==> config.mk <==
export PLATFORM = sky130hd
export DESIGN_NAME = wdog_top
export DESIGN_NICKNAME = d
export VERILOG_FILES = /design/src/rtl/wdog_pkg.sv /design/src/rtl/wdog_ctrl_reg.sv /design/src/rtl/wdog_counter.sv /design/src/rtl/wdog_top.sv
export SDC_FILE = /design/constraint.sdc
export NUM_CORES = 1
export LEC_CHECK = 0
export ABC_AREA = 1
export BUFFER_PORTS_ARGS = -buffer_cell sky130_fd_sc_hd__buf_4
export CAP_MARGIN = 20
export CELL_PAD_IN_SITES_DETAIL_PLACEMENT = 1
export CELL_PAD_IN_SITES_GLOBAL_PLACEMENT = 2
export CORE_MARGIN = 10
export CORE_UTILIZATION = 33
export CTS_CLUSTER_SIZE = 20
export DETAILED_ROUTE_END_ITERATION = 12
export MAX_ROUTING_LAYER = met4
export PLACE_DENSITY = 0.89
export SLEW_MARGIN = 20
export SYNTH_ARGS = -nofsm -noshare
export SYNTH_HDL_FRONTEND = slang
export SYNTH_HIERARCHICAL = 1
export SYNTH_SLANG_ARGS = --single-unit
export TNS_END_PERCENT = 1
==> constraint.sdc <==
create_clock -name clk_i -period 2.62 [get_ports clk_i]
set_input_delay 0.131 -clock clk_i [delete_from_list [all_inputs] [get_ports clk_i]]
set_output_delay 0.131 -clock clk_i [all_outputs]
set_load 0.005 [all_outputs]
==> src/rtl/wdog_pkg.sv <==
package wdog_pkg;
  typedef struct packed {
    logic       lock_n;
    logic       halt;
    logic [1:0] sel;
  } wdog_ctrl_t;

  localparam logic [3:0] CTRL_RST = 4'b1111;

  // timeout exponent for a select value
  function automatic int unsigned div_log(int unsigned base_log, logic [1:0] sel);
    case (sel)
      2'd0:    return base_log;
      2'd1:    return base_log + 2;
      2'd2:    return base_log + 5;
      default: return base_log + 8;
    endcase
  endfunction
endpackage

==> src/rtl/wdog_ctrl_reg.sv <==
module wdog_ctrl_reg
  import wdog_pkg::*;
(
  input  logic       clk_i,
  input  logic       rst_ni,
  input  logic       wr_en_i,
  input  logic [3:0] wr_data_i,
  output wdog_ctrl_t ctrl_o,
  output logic       sel_chg_o
);
  wdog_ctrl_t ctrl_q, wr_d;

  assign wr_d = wdog_ctrl_t'(wr_data_i);

  always_ff @(posedge clk_i or negedge rst_ni) begin
    if (!rst_ni) begin
      ctrl_q <= wdog_ctrl_t'(CTRL_RST);
    end else if (wr_en_i) begin
      ctrl_q.lock_n <= ctrl_q.lock_n & wr_d.lock_n; // one-way clear
      ctrl_q.halt   <= wr_d.halt;
      ctrl_q.sel    <= wr_d.sel;
    end
  end

  assign sel_chg_o = wr_en_i && (wr_d.sel != ctrl_q.sel);
  assign ctrl_o    = ctrl_q;
endmodule

==> src/rtl/wdog_counter.sv <==
module wdog_counter #(
  parameter int unsigned BASE_LOG = 9,
  parameter int unsigned CNT_W    = BASE_LOG + 8
) (
  input  logic             clk_i,
  input  logic             rst_ni,
  input  logic             run_i,
  input  logic             tick_i,
  input  logic             clr_i,
  input  logic [1:0]       sel_i,
  output logic [CNT_W-1:0] cnt_o,
  output logic             expire_o
);
  logic [CNT_W-1:0] cnt_q, lim_m1;
  logic             hit, expire_q;

  always_comb
    lim_m1 = CNT_W'((64'd1 << wdog_pkg::div_log(BASE_LOG, sel_i)) - 64'd1);

  assign hit = run_i && !clr_i && tick_i && (cnt_q == lim_m1);

  always_ff @(posedge clk_i or negedge rst_ni) begin
    if (!rst_ni) begin
      cnt_q    <= '0;
      expire_q <= 1'b0;
    end else begin
      expire_q <= hit;
      if (!run_i || clr_i || hit) cnt_q <= '0;
      else if (tick_i)            cnt_q <= cnt_q + 1'b1;
    end
  end

  assign cnt_o    = cnt_q;
  assign expire_o = expire_q;
endmodule

==> src/rtl/wdog_top.sv <==
module wdog_top #(
  parameter int unsigned BASE_LOG = 9
) (
  input  logic       clk_i,
  input  logic       rst_ni,
  input  logic       tick_i,
  input  logic       kick_i,
  input  logic       wr_en_i,
  input  logic [3:0] wr_data_i,
  output logic [3:0] rd_data_o,
  output logic       rst_req_o
);
  localparam int unsigned CNT_W = BASE_LOG + 8;

  wdog_pkg::wdog_ctrl_t ctrl;
  logic                 sel_chg, run;
  logic [CNT_W-1:0]     cnt;

  wdog_ctrl_reg u_ctrl (
    .clk_i     (clk_i),
    .rst_ni    (rst_ni),
    .wr_en_i   (wr_en_i),
    .wr_data_i (wr_data_i),
    .ctrl_o    (ctrl),
    .sel_chg_o (sel_chg)
  );

  // locked forces run, halt ignored
  assign run = !ctrl.lock_n || !ctrl.halt;

  wdog_counter #(.BASE_LOG(BASE_LOG), .CNT_W(CNT_W)) u_cnt (
    .clk_i    (clk_i),
    .rst_ni   (rst_ni),
    .run_i    (run),
    .tick_i   (tick_i),
    .clr_i    (kick_i | sel_chg),
    .sel_i    (ctrl.sel),
    .cnt_o    (cnt),
    .expire_o (rst_req_o)
  );

  assign rd_data_o = ctrl;
endmodule

==> flow_summary.json <==
{
  "synth-seq-area-share_pct": 36.7,
  "grt.total_usage_pct": 11.1,
  "path_class": "reg -> reg",
  "synth_top_flop_cell": "dfrtp_1",
  "powerDensity_nw_per_um2": 413,
  "vias": 1323,
  "final_common_cell": "nand2_1",
  "drtPass1Iterations": 4,
  "hold_violations": 0,
  "clock_latency_ps": 260,
  "min_delay_path_depth": 2,
  "cp.required_ps": 2770,
  "finalNetCount": 248,
  "viasPerCell": 4.66,
  "yosys.area.top_type": "dfrtp_1",
  "io_pins": 14,
  "synth-seq-cells": 22,
  "holdCritStartpoint": "wr_en_i",
  "yosysTopAreaCellShare_pct": 29.8,
  "first_global_vias": 1419,
  "grt-ovfl-total": 0,
  "gp_congestion": 0.840,
  "place.port_buffers": 13,
  "max_freq_ghz": 0.490,
  "drtIter0Drc": 35,
  "layout-drive-gt1-share_pct": 13.4,
  "fp-row-count": 24,
  "grt_pass1_wl_microns": 6730,
  "cts.sinks": 22,
  "r2r_setup_slack_ps": 580,
  "final_cell_mix": "nand2_1, nor2_1, inv_1",
  "worst_setup_path_start_kind": "flip-flop",
  "status": "complete, no violations",
  "setup_tns_ps": 0,
  "maxCapViolCount": 0,
  "syn-num-nets": 231,
  "dpl.hpwl_microns": 3130,
  "area_growth_syn_to_layout_pct": 14.0,
  "postCtsSetupBuffers": 0,
  "placedCellCount": 279,
  "synth_edf_count": 0,
  "cts_buffer_depth": 2,
  "yosys.cell_types.count": 26,
  "cp_max_fo": 15,
  "drt_wl_total_microns": 3880,
  "diodes": 0,
  "ant_nets": 0,
  "syn_area_sq_um": 1510,
  "syn_inst": 216,
  "worst_slew_pin_slew_ps": 467,
  "slew_viol_final": 0,
  "async_reset_ff_share_pct": 100,
  "r2r_end": "u_cnt/cnt_o[16]",
  "slew_headroom_pct": 68.7,
  "r2r_start": "u_ctrl/ctrl_o[0]",
  "cp.arrival_ps": 2190,
  "fin_cells": 284,
  "fp.dieH_microns": 87.7,
  "ctsResizeCount": 0,
  "core_sq_um": 4380,
  "initial_utilization_pct": 34.5,
  "rr_worst_depth": 10,
  "min_to": "u_ctrl/ctrl_o[1]",
  "cts-root-buf": "clkbuf_8",
  "clkTransAtPathRegs_ps": 80,
  "cts_tree": "built",
  "p_leak_nw": 0.842,
  "avgRoutedWirePerCell_microns": 13.7,
  "route.detailed.drc": 0,
  "cts_max_level": 1,
  "antenna_found_initial": 0,
  "cts-buffers-inserted": 3,
  "hp-class": "in -> reg",
  "post-route-period-util_pct": 77.9,
  "crit_path_end_kind": "flip-flop",
  "hold_buffers": 1,
  "syn_area_per_cell_sq_um": 7.00,
  "yosysWarningCount": 6,
  "ir_drop_mv": 0.249,
  "grt_setup_unrepaired": "no",
  "setup_viol": 0,
  "skew_ps": 2.98,
  "grt_max_degree": 23,
  "dieArea_sq_um": 7690,
  "die_w_microns": 87.7,
  "yosys-top-cells-area": "dfrtp_1, nand2_1, nor2_1, inv_1, dfstp_2",
  "fin_crit_ps": 2040
}
==> cells in the mapped netlist, types with 2 or more instances <==
cell type	count
nor2_1	36
nor2_2	3
nand2_1	59
xor2_1	9
nand4_1	7
a21oi_1	3
inv_1	31
o21ai_0	3
dfrtp_1	18
dfstp_2	4
xnor2_1	2
inv_2	2
nor3_1	4
nand2_2	2
ha_1	6
nand3_1	16
nor3b_1	2
==> critical path, stage by stage (launching register included) <==
cell	delay, ps
dfstp_2	570
inv_1	80
ha_1	330
nor2_1	190
nand3_1	120
nand2_1	90
nand2_1	50
nor2_1	100
nand3_2	130
nand2_4	190
nor2_1	70
==> metrics by stage <==
stage          total power, W  util (%)  hold WS (ps)  instance area (sq um)  setup slack (ps)
2_1_floorplan        0.000432         -          -165                   1510               751
3_3_place_gp         0.000474      37.8          38.3                   1660               629
3_5_place_dp         0.000476      37.8          42.2                   1660               561
6_report             0.000713      39.3          67.1                   1720               580
5_1_grt              0.000756      39.3          84.7                   1720               398
4_1_cts              0.000725      39.3          63.5                   1720               552
==> worst max-delay path by stage <==
stage / startpoint / cells past startpoint / to / slack [ps]
6_report: u_ctrl/ctrl_o[0] / 10 / u_cnt/cnt_o[16] / 580
5_1_grt: u_ctrl/ctrl_o[0] / 10 / u_cnt/cnt_o[5] / 400
4_1_cts: u_ctrl/ctrl_o[0] / 10 / u_cnt/cnt_o[5] / 550
3_5_place_dp: u_ctrl/ctrl_o[0] / 10 / u_cnt/cnt_o[5] / 560
3_3_place_gp: u_ctrl/ctrl_o[0] / 10 / u_cnt/cnt_o[15] / 630
2_1_floorplan: u_ctrl/ctrl_o[0] / 11 / u_cnt/cnt_o[10] / 750
==> sequential cells by signal, summed over array words and instances, names as in the netlist <==
name and flops:
u_ctrl/ctrl_o 4, u_cnt/expire_o 1, u_cnt/cnt_o 17
==> area by class of cell <==
type | count | area, sq um
Sequential cell | 22 | 556
Tap cell | 52 | 65.1
Timing Repair Buffer | 14 | 108
Fill cell | 566 | 2660
Inverter | 33 | 124
Multi-Input combinational cell | 159 | 817
Clock buffer | 4 | 55.1
==> cell families (layout without fill, tap and decap cells) <==
| kind of cell | count (synthesis) | in the layout | share of synthesized area (%) |
|---|---|---|---|
| simple gates | 133 | 133 | 39.1 |
| buf+inv | 35 | 51 | 9.26 |
| flops | 22 | 22 | 36.7 |
| xor+xnor | 11 | 11 | 6.37 |
| compound gates | 8 | 8 | 2.89 |
| fa+ha+maj | 6 | 6 | 4.96 |
| mux | 1 | 1 | 0.662 |
==> per-layer routing <==
metal | global-route usage, % | part of all wire [%]
met5 | - | 0
met4 | 3.48 | 1.2
met3 | 1.49 | 1.5
met2 | 18.7 | 49
met1 | 13.4 | 48
==> power breakdown <==
group          total, W  switching, W  internal [W]  leakage (nW)
clock network  0.000244      0.000110      0.000134        0.0288
registers      0.000356    0.00000745      0.000348         0.293
logic          0.000113     0.0000707     0.0000418         0.521
total          0.000713      0.000188      0.000524         0.842
No activity file was read; power rests on OpenSTA's default activity.
